[config.mk]
export PLATFORM = sky130hd
export DESIGN_NAME = mbist_tdr
export DESIGN_NICKNAME = d
export VERILOG_FILES = /design/src/rtl/mbist_tdr_pkg.sv /design/src/rtl/mbist_tdr_cell.sv /design/src/rtl/mbist_tdr_tdo.sv /design/src/rtl/mbist_tdr.sv
export SDC_FILE = /design/constraint.sdc
export NUM_CORES = 1
export LEC_CHECK = 0
export ABC_AREA = 0
export ABC_CLOCK_PERIOD_IN_PS = 1080
export BUFFER_PORTS_ARGS = -buffer_cell sky130_fd_sc_hd__buf_2
export CAP_MARGIN = 20
export CORE_AREA = 2 2 39 41
export DETAILED_ROUTE_END_ITERATION = 16
export DIE_AREA = 0 0 41 43
export HOLD_SLACK_MARGIN = 0.15
export SKIP_CTS_REPAIR_TIMING = 1
export SYNTH_ARGS = -nofsm -noshare
export SYNTH_HDL_FRONTEND = slang
export SYNTH_SLANG_ARGS = --single-unit
export TNS_END_PERCENT = 1
[constraint.sdc]
create_clock -name tck_i -period 1.08 [get_ports tck_i]
set_input_delay 0.054 -clock tck_i [delete_from_list [all_inputs] [get_ports tck_i]]
set_output_delay 0.054 -clock tck_i [all_outputs]
set_load 0.1 [all_outputs]
[src/rtl/mbist_tdr_pkg.sv]
package mbist_tdr_pkg;
  localparam int TDR_LEN    = 2;
  localparam int IDX_INVOKE = 0;  // also the done capture bit
  localparam int IDX_RESET  = 1;  // also the fail capture bit
  typedef logic [TDR_LEN-1:0] tdr_vec_t;
endpackage

[src/rtl/mbist_tdr_cell.sv]
module mbist_tdr_cell (
  input  logic tck_i,
  input  logic rst_ni,
  input  logic cap_i,
  input  logic shift_i,
  input  logic upd_i,
  input  logic cap_data_i,
  input  logic scan_in_i,
  output logic scan_q_o,
  output logic upd_q_o
);
  always_ff @(posedge tck_i or negedge rst_ni) begin
    if (!rst_ni)       scan_q_o <= 1'b0;
    else if (cap_i)    scan_q_o <= cap_data_i;
    else if (shift_i)  scan_q_o <= scan_in_i;
  end

  // update stage samples the scan stage as it was before this edge
  always_ff @(posedge tck_i or negedge rst_ni) begin
    if (!rst_ni)     upd_q_o <= 1'b0;
    else if (upd_i)  upd_q_o <= scan_q_o;
  end
endmodule

[src/rtl/mbist_tdr_tdo.sv]
module mbist_tdr_tdo (
  input  logic tck_i,
  input  logic rst_ni,
  input  logic sel_i,
  input  logic bit_i,
  output logic tdo_o
);
  always_ff @(negedge tck_i or negedge rst_ni) begin
    if (!rst_ni)     tdo_o <= 1'b0;
    else if (sel_i)  tdo_o <= bit_i;
  end
endmodule

[src/rtl/mbist_tdr.sv]
module mbist_tdr
  import mbist_tdr_pkg::*;
(
  input  logic tck_i,
  input  logic rst_ni,
  input  logic sel_i,
  input  logic shift_en_i,
  input  logic capture_en_i,
  input  logic update_en_i,
  input  logic tdi_i,
  output logic tdo_o,
  input  logic bist_done_i,
  input  logic bist_fail_i,
  output logic bist_invoke_o,
  output logic bist_reset_o
);
  tdr_vec_t scan_q;
  tdr_vec_t upd_q;
  tdr_vec_t scan_in;
  tdr_vec_t cap_data;

  logic cap_act, shift_act, upd_act;
  assign cap_act   = sel_i & capture_en_i;
  assign shift_act = sel_i & shift_en_i;
  assign upd_act   = sel_i & update_en_i;

  assign cap_data[IDX_INVOKE] = bist_done_i;
  assign cap_data[IDX_RESET]  = bist_fail_i;

  for (genvar i = 0; i < TDR_LEN; i++) begin : g_bit
    if (i == TDR_LEN-1) begin : g_head
      assign scan_in[i] = tdi_i;
    end else begin : g_body
      assign scan_in[i] = scan_q[i+1];
    end

    mbist_tdr_cell u_cell (
      .tck_i      (tck_i),
      .rst_ni     (rst_ni),
      .cap_i      (cap_act),
      .shift_i    (shift_act),
      .upd_i      (upd_act),
      .cap_data_i (cap_data[i]),
      .scan_in_i  (scan_in[i]),
      .scan_q_o   (scan_q[i]),
      .upd_q_o    (upd_q[i])
    );
  end

  mbist_tdr_tdo u_tdo (
    .tck_i  (tck_i),
    .rst_ni (rst_ni),
    .sel_i  (sel_i),
    .bit_i  (scan_q[0]),
    .tdo_o  (tdo_o)
  );

  assign bist_invoke_o = upd_q[IDX_INVOKE];
  assign bist_reset_o  = upd_q[IDX_RESET];
endmodule

==> run summary <==
status: complete, but fails checks
failing checks: negative setup slack
Ant. Diodes: 0
Worst Tran Pin Value: 0.189 ns
vias in the first global route: 180
Filler Cell Count: 148
Total Power: 0.816 mW
met2 global-route usage: 0.0688
CP max FO: 2
final WL: 419 um
row cnt: 14
Max-Cap Viols: 0
Seq/Total Area, Yosys: 0.526
met3 usage: 0.0419
Fin. Hold Viols: 0
Pwr Density: 1950 mW/mm2
pin count of the biggest net entering global routing: 7
worst path bufs/invs: 1
num ports: 12
slowest cell on the critical path: dfrtn_1
die area: 0.00176 mm2
Syn. warnings: 0
remaining antenna violation count: 0
total negative slack: -0.643 ns
RD Place Congestion: 0.645
Multi-input gate area: 105 um2
CP Capture Type: primary output
count of final setup violators: 2
layout cells sized above 1: 0.514
routed len/inst: 7.91 um
number of antenna violations at the first check in global routing: 0
startpoint types: flip-flop
worst-skew pair later-pin latency: 0.25 ns
met1 Use GR: 0.0814
CTS tree: built
area leader, netlist: dfrtp_1
Synth Cell Area: 238 um2
total track usage: 0.0675
slowest cell delay on critical path: 0.44 ns
Arrival @ worst endpoint: 1.42 ns
DP Cell Count: 47
Place WS: -0.264 ns
CORE AREA: 0.00138 mm2
Chip Width: 41 um
Clock Tree Buf Depth: 2
drc violations: 0
total CTS buffers: 3
Unique masters post-synth: 9
P_leak: 0.204 nW
initial core utilization: 0.172
Die H: 43 um
Non-Filler Instances: 53
FF/Latch Area: 125 um2
grt total ovfl: 0
top cell type's share of synthesized area: 0.421
Yosys reg bits: 5
Largest delay share family, worst path: flip-flops
Mean Syn Cell Area: 13.2 um2
unrepaired setup endpoints after global routing: true
clk slew on worst S/H paths: 0.04 ns
Via density: 3.87
nets@finish: 47
PnR worst setup slack: -0.392 ns
DR iter-0 viols: 6
CP required: 1.03 ns
VDD IR max: 0.595 mV
ranking of synthesized cells by area: dfrtp_1 (42%), mux2_1 (14%), and4bb_1 (11%), dfrtn_1 (11%), and3b_2 (8.4%)
worst clock skew: 0.0129 ns
Post-Syn Instances: 18
HP Class: in -> async
fin. max-slew vios: 0
area delta synth->final: 76.3%
busiest layer in global routing: met1
DRT Pass-1 Iters: 4
htree depth: 1
Slew headroom: 0.873
clk sinks: 5
Vias: 205
syn_nets: 27
critical path cell sequence: buf_12
# port buffers: 11
crit path kind: reg -> out
first-pass GRT wire length: 717 um
Root Driver: clkbuf_4
## sequential cells by signal (all words and copies together), names as in the netlist
name and cells:
u_tdo.tdo_o 1, g_bit.u_cell.scan_q_o 2, g_bit.u_cell.upd_q_o 2
## layout by cell type (no fill, tap or decap)
cell type,count
dfrtp_1,4
inv_1,2
a211oi_1,2
buf_12,3
and4bb_1,2
o21ai_1,1
nand2_2,1
clkbuf_4,3
dlygate4sd3_1,2
clkbuf_1,1
buf_2,8
and3b_2,2
buf_4,2
dfrtn_1,1
mux2_1,3
## area by class of cell
cell class                 instances  share of cell area
clock buffer                       4              0.0627
inverter                           2              0.0179
multi-input combinational         11               0.251
sequential                         5               0.299
tap                               16              0.0478
timing repair buffer              15               0.322
## Yosys cell counts (all sizes together)
master,n
dfrtn,1
and4bb,2
mux2,3
inv,2
nand2,1
a211oi,2
o21ai,1
dfrtp,4
and3b,2
## stage by stage
step | area [um2] | util | hold slack (ns)
3_5_place_dp | 373 | 0.269 | -0.128
6_report | 419 | 0.303 | 0.159
2_1_floorplan | 238 | - | -0.242
3_3_place_gp | 373 | 0.269 | -0.127
5_1_grt | 419 | 0.303 | 0.184
4_1_cts | 399 | 0.288 | -0.388
## where the power goes
part | internal (mW) | switching, mW
logic | 0.139 | 0.213
registers | 0.223 | 0.0291
clock network | 0.139 | 0.0730
total | 0.501 | 0.315
## layer usage
| metal | routed length (um) | up-vias |
|---|---|---|
| li1 | - | 107 |
| met1 | 193 | 86 |
| met2 | 158 | 12 |
| met5 | 0 | - |
| met3 | 67 | 0 |
| met4 | 0 | 0 |
## worst paths after layout
| path | startpoint | to | slack, ns | depth (start not counted) |
|---|---|---|---|---|
| worst max-delay path | u_tdo.tdo_o | tdo_o | -0.39 | 1 |
| worst min register to register | u_tdo.tdo_o | u_tdo.tdo_o | 0.50 | 1 |
| min in group tck_i | capture_en_i | g_bit[1].u_cell.scan_q_o | 0.18 | 3 |
| worst max register to register | g_bit[0].u_cell.scan_q_o | u_tdo.tdo_o | -0.25 | 1 |
| worst min-delay path | rst_ni | g_bit[0].u_cell.upd_q_o | 0.16 | 2 |
| max in group asynchronous | rst_ni | u_tdo.tdo_o | 0.35 | 2 |
## cells by family (layout without fill, tap and decap cells)
logic type             Yosys count  in the layout  synth area share
AO/OA/AOI/OAI                    3              3            0.0842
AND/OR/NAND/NOR                  5              5             0.216
buffers and inverters            2             21            0.0316
multiplexers                     3              3             0.142
flip-flops                       5              5             0.526
(Power assumes the default switching activity.)
